## src/rtl/vsra_pkg.sv

```systemverilog
package vsra_pkg;
  // Strobes from control to datapath
  typedef struct packed {
    logic clear;   // zero the result register
    logic load;    // capture a new result
  } sraStrobe_t;
endpackage

```

## src/rtl/vsra_lane.sv

```systemverilog
module vsra_lane #(
  parameter int LANE_W = 32
) (
  input  logic [LANE_W-1:0] laneData,
  input  logic [LANE_W-1:0] laneCount,
  output logic [LANE_W-1:0] laneRes
);
  localparam int SH_W = $clog2(LANE_W);

  logic overRange;
  logic [SH_W-1:0] shAmt;

  // any bit above the in-range field means count >= LANE_W
  assign overRange = |laneCount[LANE_W-1:SH_W];
  assign shAmt     = laneCount[SH_W-1:0];

  always_comb begin
    if (overRange)
      laneRes = {LANE_W{laneData[LANE_W-1]}};
    else
      laneRes = $unsigned($signed(laneData) >>> shAmt);
  end
endmodule

```

## src/rtl/vsra_ctrl.sv

```systemverilog
module vsra_ctrl
  import vsra_pkg::*;
(
  input  logic       clk,
  input  logic       rst,
  input  logic       validIn,
  output sraStrobe_t strobe,
  output logic       validOut
);
  always_comb begin
    strobe.clear = rst;
    strobe.load  = validIn & ~rst;
  end

  always_ff @(posedge clk) begin
    if (rst) validOut <= 1'b0;
    else     validOut <= validIn;
  end
endmodule

```

## src/rtl/vsra_datapath.sv

```systemverilog
module vsra_datapath
  import vsra_pkg::*;
#(
  parameter int LANE_W = 32,
  parameter int LANES  = 4,
  parameter int DEST_W = 256
) (
  input  logic                    clk,
  input  sraStrobe_t              strobe,
  input  logic [LANES*LANE_W-1:0] dataIn,
  input  logic [LANES*LANE_W-1:0] countIn,
  output logic [DEST_W-1:0]       resultOut
);
  localparam int DATA_W = LANES * LANE_W;

  logic [DATA_W-1:0] laneOut;
  logic [DEST_W-1:0] nextRes;

  for (genvar g = 0; g < LANES; g++) begin : gLane
    vsra_lane #(.LANE_W(LANE_W)) u_lane (
      .laneData (dataIn [g*LANE_W +: LANE_W]),
      .laneCount(countIn[g*LANE_W +: LANE_W]),
      .laneRes  (laneOut[g*LANE_W +: LANE_W])
    );
  end

  always_comb begin
    nextRes = '0;
    nextRes[DATA_W-1:0] = laneOut;
  end

  always_ff @(posedge clk) begin
    if (strobe.clear)     resultOut <= '0;
    else if (strobe.load) resultOut <= nextRes;
  end
endmodule

```

## src/rtl/vsra_unit.sv

```systemverilog
module vsra_unit
  import vsra_pkg::*;
#(
  parameter int LANE_W = 32,
  parameter int LANES  = 4,
  parameter int DEST_W = 256   // must be at least LANES*LANE_W
) (
  input  logic                    clk,
  input  logic                    rst,
  input  logic                    validIn,
  input  logic [LANES*LANE_W-1:0] dataIn,
  input  logic [LANES*LANE_W-1:0] countIn,
  output logic                    validOut,
  output logic [DEST_W-1:0]       resultOut
);
  sraStrobe_t strobe;

  vsra_ctrl u_ctrl (
    .clk     (clk),
    .rst     (rst),
    .validIn (validIn),
    .strobe  (strobe),
    .validOut(validOut)
  );

  vsra_datapath #(.LANE_W(LANE_W), .LANES(LANES), .DEST_W(DEST_W)) u_dp (
    .clk      (clk),
    .strobe   (strobe),
    .dataIn   (dataIn),
    .countIn  (countIn),
    .resultOut(resultOut)
  );
endmodule

```

## config.mk

```make
export PLATFORM = sky130hd
export DESIGN_NAME = vsra_unit
export DESIGN_NICKNAME = d
export VERILOG_FILES = /design/src/rtl/vsra_pkg.sv /design/src/rtl/vsra_lane.sv /design/src/rtl/vsra_ctrl.sv /design/src/rtl/vsra_datapath.sv /design/src/rtl/vsra_unit.sv
export SDC_FILE = /design/constraint.sdc
export NUM_CORES = 1
export LEC_CHECK = 0
export ABC_AREA = 1
export ABC_CLOCK_PERIOD_IN_PS = 1300
export BUFFER_PORTS_ARGS = -buffer_cell sky130_fd_sc_hd__buf_2
export CAP_MARGIN = 5
export CORE_AREA = 2 2 203 205
export CTS_BUF_LIST = sky130_fd_sc_hd__clkbuf_8
export DETAILED_ROUTE_END_ITERATION = 10
export DIE_AREA = 0 0 205 207
export PLACE_DENSITY = 0.63
export SLEW_MARGIN = 20
export SYNTH_ARGS = -nofsm -noshare
export SYNTH_HDL_FRONTEND = slang
export SYNTH_SLANG_ARGS = --single-unit
```

## constraint.sdc

```tcl
create_clock -name clk -period 1.3 [get_ports clk]
set_clock_uncertainty 0.15 [all_clocks]
set_input_delay 0.065 -clock clk [delete_from_list [all_inputs] [get_ports clk]]
set_output_delay 0.065 -clock clk [all_outputs]
set_load 0.005 [all_outputs]
```

After elaboration in Yosys (flattened, before gate mapping):

Cells that the tools add are included.

* shift operators: 4
* muxes and demuxes: 4
* bitwise gates (word level): 2
* reductions and logical operators: 4

Operators with widths (count)
* $mux W32: 4
* $sshr A32 B5 Y32: 4
* $reduce_or A27 Y1: 4
* $and A1 B1 Y1: 1
* $not A1 Y1: 1

* register bits after elaboration: 129
* input bits: 259
* output and inout bits: 257
* logic and storage cells: 16

Depth between registers and ports, before layout:

Gate-level depths: netlist of the first run.

* depth in word-level cells: 2
* gate-level depth with buffers: 14
* depth with buffers taken out: 13

Hierarchy:

A second synthesis of the first run with hierarchy kept.

* cell total of the unflattened synthesis: 2701
* area total of the unflattened synthesis: 14212.4 µm²

Modules (own cells, without submodules)
* vsra_lane: instances 4, cells each 439, area each 2000.7 µm², sequential area each 0.0 µm²
* vsra_datapath: instances 1, cells each 940, area each 6170.9 µm², sequential area each 2562.5 µm²
* vsra_ctrl: instances 1, cells each 5, area each 38.8 µm², sequential area each 20.0 µm²

Worst setup path before layout of the first run:

No wires, ideal clock.

* kind: in2reg
* start: input port countIn[62]
* end: register u_dp.resultOut[55]
* library setup time: 132 ps
* arrival: 1103 ps
* required time: 1018 ps
* path slack: -86 ps
* cell stages on the path: 9
* path buffers: 1
* path through: nor3_1 nand2_1 nor2_2 nand3_4 inv_2 buf_2 nand3_1 nand2_1 a21oi_1

* word-level cells in the longest chain between the ends: 2

RTL lines
* start, declared: RTL line vsra_unit.sv:12 `input logic [LANES*LANE_W-1:0] countIn,`
* $reduce_or A27 Y1: RTL line vsra_lane.sv:14 `assign overRange = |laneCount[LANE_W-1:SH_W];`
* $mux W32: RTL line vsra_lane.sv:18 `if (overRange)`
* end signal, assigned: RTL line vsra_datapath.sv:34 `else if (strobe.load) resultOut <= nextRes;`
* end, declared: RTL line vsra_datapath.sv:12 `output logic [DEST_W-1:0] resultOut`

No other way between the ends.
A chain may end at the register's enable or synchronous reset.

Worst setup path after layout of the first run:

* start: input port dataIn[95]
* end: register u_dp.resultOut[72]

* word-level cells in the longest chain between the ends: 2

RTL lines
* start, declared: RTL line vsra_unit.sv:11 `input logic [LANES*LANE_W-1:0] dataIn,`
* $sshr A32 B5 Y32: RTL line vsra_lane.sv:21 `laneRes = $unsigned($signed(laneData) >>> shAmt);`
* $mux W32 (*): RTL line vsra_lane.sv:18

Every way passes the cells marked *; elsewhere a longest branch is shown, timed or not.

==> results of run 1 <==
## power breakdown
part	switching (mW)	internal, mW	leakage [nW]
clock network	1.94	1.57	0.188
registers	0.145	4.20	1.07
logic	2.62	1.74	7.44
## kinds of logic after synthesis
group	share of synthesized area [%]
other cells	0.02914
flops	20.07
compound gates	5.755
simple gates	58.17
buf+inv	15.98
## routing by layer
layer	vias up	part of all wire, %	GRT usage [%]
li1	8332	-	-
met3	77	7.1	4.437
met5	-	0	0
met2	581	46	36.36
met1	7118	44	28.73
met4	0	2.4	6.450
## cell usage after synthesis
cell type and number:
dfxtp_1 129, a21oi_1 71, a21oi_4 6, nor2_4 4, buf_4 139, buf_2 37
o21ai_1 2, a21oi_2 2, inv_1 103, inv_2 6, buf_1 28, buf_6 7
nand3_1 623, clkbuf_1 60, nor2_2 7, inv_4 1, nand3_2 2, nand3_4 2
clkinv_1 1, nor2_1 178, conb_1 1, or2_2 2, nor3_1 18, and2_1 10
o21ai_0 49, o211ai_1 1, nand2_2 2, nand2_1 900, o21bai_1 1
## flip-flops by register name (all words and copies together), names as in the netlist
register,count
u_dp.resultOut,128
u_ctrl.validOut,1
## path summary, 6_finish.rpt
check                                   start                          endpoint  slack, ns  cells past startpoint
min reg2reg   u_dp.resultOut[93]$_SDFFE_PP0P_   u_dp.resultOut[93]$_SDFFE_PP0P_       0.31                      2
max reg2reg  u_dp.resultOut[103]$_SDFFE_PP0P_  u_dp.resultOut[103]$_SDFFE_PP0P_       0.35                      3
min                                countIn[4]   u_dp.resultOut[15]$_SDFFE_PP0P_       0.04                      7
max                                dataIn[95]   u_dp.resultOut[72]$_SDFFE_PP0P_     -0.007                      8
## timing repair
action,4_1_cts,5_1_grt
resized for setup,1,22
endpoints found under the hold margin,9,1
endpoints found under the setup margin,1,48
gates cloned,0,3
hold buffers,8,1
pin swaps,0,4
## area by class of cell
cell class | instances | area, um^2
tap | 532 | 665.6
clock buffer | 17 | 234.0
antenna | 1 | 2.502
multi-input combinational | 2008 | 8805
clock inverter | 15 | 150.1
inverter | 111 | 434.2
sequential | 129 | 2584
fill | 4620 | 23810
timing repair buffer | 538 | 3684
## tightest hold or removal path: stages
cell and delay [ns]:
buf_2 0.08, inv_1 0.07, nand3_4 0.13, inv_6 0.09
nand2_1 0.07, o21ai_1 0.05, nand2_1 0.04
==> flow_summary.json, run 1 <==
{
  "clkTransAtPathRegs_ns": 0.09,
  "end_kind": "register",
  "die_h_um": 207,
  "path_cells": "buf_2, dlygate4sd3_1, buf_4, a21oi_4, buf_12, nand2_1, nor2_1, nor2_1",
  "status": "finished with violations",
  "cts_setup_buffers": 0,
  "synth_top_area_share_pct": 26.25,
  "drive_above_1_share_pct": 21.93,
  "seq_area_frac_synth_pct": 20.07,
  "synthTopCellsByArea": "nand2_1 26%, nand3_1 24%, dfxtp_1 20%",
  "rows": 74,
  "cts-htree-levels": 4,
  "cts_tree": "built",
  "ys_seq_elements": 129,
  "whs_ns": 0.03653,
  "vias": 16108,
  "fp.dieW_um": 205,
  "gr-usage-all-layers_pct": 21.99,
  "final_nets": 3064,
  "crit_top_cell": "nor2_1",
  "clock_latency_ns": 0.45,
  "crit_family": "buffers and inverters",
  "die_area_um2": 42440,
  "numCtsBuffers": 17,
  "fmax_ghz": 0.7649,
  "postRouteWirelength_um": 47850,
  "fp.coreArea_um2": 40370,
  "instances_no_fill": 3351,
  "ant_nets": 0,
  "period_needed_ns": 1.307,
  "pre_cts_ws_ns": -0.3536,
  "fin_crit_sh_pct": 100.6,
  "drc": 0,
  "slowest_stage": "dlygate4sd3_1",
  "netlist_area_um2": 12870,
  "path_class": "primary input to register",
  "tightest_slew_ns": 0.7144,
  "max_slew_margin_pct": 52.38,
  "vdd_drop_max_mv": 0.4119,
  "crit_arrival_ns": 1.49,
  "min_path_type": "primary input to register",
  "ys_warn_count": 0,
  "syn_to_final_growth_pct": 28.66,
  "cp.required_ns": 1.49,
  "clock_tree.root_cell": "clkbuf_8",
  "path_max_fanout": 8,
  "final.setup.worst_slack_ns": -0.007359,
  "ios": 516,
  "synth.distinct_cells": 29,
  "fin_area_um2": 16560,
  "placed_cells": 3307,
  "drtPass1Iterations": 6,
  "grt_start_max_net_pins": 58,
  "cp-start-kind": "primary input",
  "syn_inst": 2392,
  "drv_slew": 0,
  "power.total_mw": 12.22,
  "layout_commonest_cell": "nand2_1",
  "hold_viol_final": 0,
  "routabilityCongestion": 0.9390,
  "grt_pass1_wl_um": 76290,
  "grt-ovfl-total": 0,
  "avgSynthCellArea_um2": 5.380,
  "hpwl_um": 38180,
  "io_buffers": 387,
  "critPathMaxStageDelay_ns": 0.56,
  "drv_cap": 0,
  "initial_core_util_pct": 31.88,
  "setup_violations": 1,
  "crit_buf_inv": 4,
  "clockBufferDepth": 2,
  "grt_pass1_vias": 14919,
  "setup_tns_ns": -0.007359,
  "power_density_nw_per_um2": 737.7,
  "post-route-util_pct": 41.02,
  "violations": "setup timing",
  "synth_top_area_cell": "nand2_1",
  "antenna_found_initial": 1,
  "placed_area_um2": 15950,
  "p_leak_nw": 8.700,
  "most-common-layout-cells": "894 x nand2_1, 621 x nand3_1, 385 x buf_2",
  "drt_iter0_drc": 1160,
  "rsz0062_at_grt": "true",
  "vias_per_cell": 4.807,
  "clock-sinks": 129,
  "drt-wirelength-per-cell_um": 14.28
}
Note: power is estimated with default switching activity, not from simulation.
==> run 2: changes to the inputs <==
Settings changed: CORE_AREA 2 2 203 205 to 2 2 199 201, CTS_BUF_LIST sky130_fd_sc_hd__clkbuf_8 to sky130_fd_sc_hd__clkbuf_4, DIE_AREA 0 0 205 207 to 0 0 201 203, PLACE_DENSITY 0.63 to 0.69, RECOVER_POWER from default to 100, SYNTH_HIERARCHICAL from default to 1.
==> flow_summary.json, run 2 <==
{
  "ys_warn_count": 6,
  "status": "finished with violations",
  "drv_slew": 0,
  "synth_common_cells": "1060 x nand2_1, 676 x nand3_1, 298 x nor2_1",
  "syn_inst": 2701,
  "largest_reg_flops": 128,
  "whs_ns": 0.08865,
  "postRouteWirelength_um": 49670,
  "reg.largest.list": "u_dp/resultOut: 128 flops, u_ctrl/validOut: 1 flops",
  "synth_compound_area_share_pct": 0.4578,
  "io_buffers": 387,
  "clock_tree.root_cell": "clkbuf_4",
  "instances_no_fill": 3658,
  "pre_cts_ws_ns": -0.4777,
  "p_leak_nw": 10.30,
  "drive_above_1_share_pct": 26.22,
  "path_max_fanout": 4,
  "drt_iter0_drc": 1406,
  "vdd_drop_max_mv": 0.4207,
  "synth.most_common_cell": "nand2_1",
  "drtPass1Iterations": 6,
  "grt_pass1_vias": 15977,
  "async_flop_share_pct": 0,
  "ys_seq_elements": 129,
  "die_h_um": 203,
  "hold_viol_final": 0,
  "placed_cells": 3585,
  "p_clk_share_pct": 23.2,
  "post-route-util_pct": 48.43,
  "syn_to_final_growth_pct": 31.08,
  "power.internal_mw": 7.632,
  "synthTopCellsByArea": "nand2_1 28%, nand3_1 24%, dfxtp_1 18%",
  "fin_crit_sh_pct": 106.2,
  "cts_tree": "built",
  "avgSynthCellArea_um2": 5.262,
  "final_nets": 3385,
  "synth_edf_count": 0,
  "setup_tns_ns": -0.9328,
  "drt-wirelength-per-cell_um": 13.58,
  "layout_commonest_cell": "nand2_1",
  "die_area_um2": 40800,
  "hpwl_um": 38980,
  "period_needed_ns": 1.381,
  "cp-start-kind": "primary input",
  "rsz0062_at_grt": "true",
  "violations": "setup timing",
  "fp.coreArea_um2": 38470,
  "p_sw_share_pct": 39.00,
  "clock_latency_ns": 0.59,
  "seqCellArea_um2": 2750,
  "cp.required_ns": 1.66,
  "grt-ovfl-total": 0,
  "fmax_ghz": 0.7242,
  "fillCellCount": 4176,
  "final.setup.worst_slack_ns": -0.08089,
  "regMostFlops": "u_dp/resultOut",
  "clockBufferDepth": 2,
  "power.switching_mw": 4.880,
  "synth_top_area_cell": "nand2_1",
  "end_kind": "register",
  "seqPwrFrac_pct": 35.7,
  "rows": 72,
  "numCtsBuffers": 17,
  "cts-htree-levels": 4,
  "initial_core_util_pct": 36.95,
  "setup_violations": 38,
  "power_density_nw_per_um2": 671.6,
  "most-common-layout-cells": "1018 x nand2_1, 644 x nand3_1, 298 x nor2_1",
  "synth_top_family_by_area": "simple AND/OR/NAND/NOR gates",
  "ant_nets": 0,
  "gr-usage-all-layers_pct": 23.31,
  "drc": 0,
  "synth.distinct_cells": 19,
  "power.total_mw": 12.51,
  "clock-sinks": 129,
  "crit_arrival_ns": 1.74,
  "vias_per_cell": 4.873,
  "synth-simple-area-share_pct": 61.96,
  "drv_cap": 0,
  "synthMuxAreaShare_pct": 0,
  "synth_top_area_share_pct": 28.00,
  "routabilityCongestion": 0.9549,
  "multiInputGateArea_um2": 9622,
  "fin_area_um2": 18630,
  "comb_power_share_pct": 41.1,
  "clkTransAtPathRegs_ns": 0.14,
  "path_class": "primary input to register",
  "grt_pass1_wl_um": 78600,
  "fp.dieW_um": 201,
  "vias": 17825,
  "synthFlopType": "dfxtp_1",
  "seq_area_frac_synth_pct": 18.17,
  "synthXorXnorAreaFrac_pct": 0,
  "synth-adder-area-share_pct": 0,
  "min_path_type": "primary input to register",
  "antenna_found_initial": 1,
  "grt_start_max_net_pins": 60,
  "netlist_area_um2": 14210,
  "placed_area_um2": 16990,
  "ios": 516
}
[run 2: changes by cell type after synthesis, sizes merged, moves of 2 or more]
cell,previous run,this run
nor2,189,314
nand2,902,1068
buf,211,271
o21ai,51,4
nand3,627,676
and2,10,12
or2,2,0
nor3,18,4
a21oi,79,0
inv,110,194
clkbuf,60,28
[run 2: timing repair]
action                                  CTS  global route
hold endpoints to repair                129             2
gates cloned                              0             1
endpoints found under the setup margin  129           210
hold buffers                             27             2
pin swaps                                 0            21
resized for setup                       199           129
setup buffers                             5             6
[run 2: worst paths after layout]
check / start / endpoint / slack [ns] / cells past startpoint
setup / recovery: dataIn[127] / u_dp/resultOut[99]$_SDFFE_PP0P_ / -0.08 / 13
hold / removal: dataIn[31] / u_dp/resultOut[31]$_SDFFE_PP0P_ / 0.09 / 7
setup reg to reg: u_dp/resultOut[103]$_SDFFE_PP0P_ / u_dp/resultOut[103]$_SDFFE_PP0P_ / 0.34 / 4
hold reg to reg: u_dp/resultOut[102]$_SDFFE_PP0P_ / u_dp/resultOut[102]$_SDFFE_PP0P_ / 0.32 / 2
[run 2: power groups by stage]
stage	combinational (mW)	sequential [mW]	clock [mW]
2_1_floorplan	3.13	4.46	0
3_3_place_gp	4.68	4.47	0
3_5_place_dp	4.67	4.47	0
4_1_cts	4.90	4.46	3.10
5_1_grt	5.73	4.50	3.29
6_report	5.14	4.47	2.90
[run 2: worst max-delay path, cell delays in order]
cell           delay, ns
dlygate4sd3_1       0.52
buf_2               0.14
clkbuf_2            0.19
nand2_1             0.14
nand2_1             0.12
nand2_1             0.06
nand2_1             0.13
nand2_1             0.07
nand3_1             0.08
inv_1               0.04
nand2_1             0.05
nand2_1             0.04
nor2_1              0.08
[run 2: final cells by class]
cell class                      instances  share of cell area (%)
Sequential cell                       129                   14.76
Antenna cell                            1                 0.01343
Inverter                              194                   3.976
Clock buffer                           18                  0.7254
Tap cell                              518                   3.479
Multi-Input combinational cell       2206                   51.65
Timing Repair Buffer                  578                   24.58
Clock inverter                         14                  0.8194
[run 2: layer usage]
metal  global-route usage (%)  share of wire, %  vias up
met1                    30.02                43     7835
met3                    4.607               7.7      100
met5                        0                 0        -
met4                    8.439               3.1        0
li1                         -                 -     9074
met2                    38.63                46      816
[run 2: logic make-up after synthesis]
| family | Yosys count |
|---|---|
| other | 1 |
| buffers and inverters | 493 |
| DFF | 129 |
| AOI/OAI and AO/OA | 4 |
| and+or+nand+nor | 2074 |
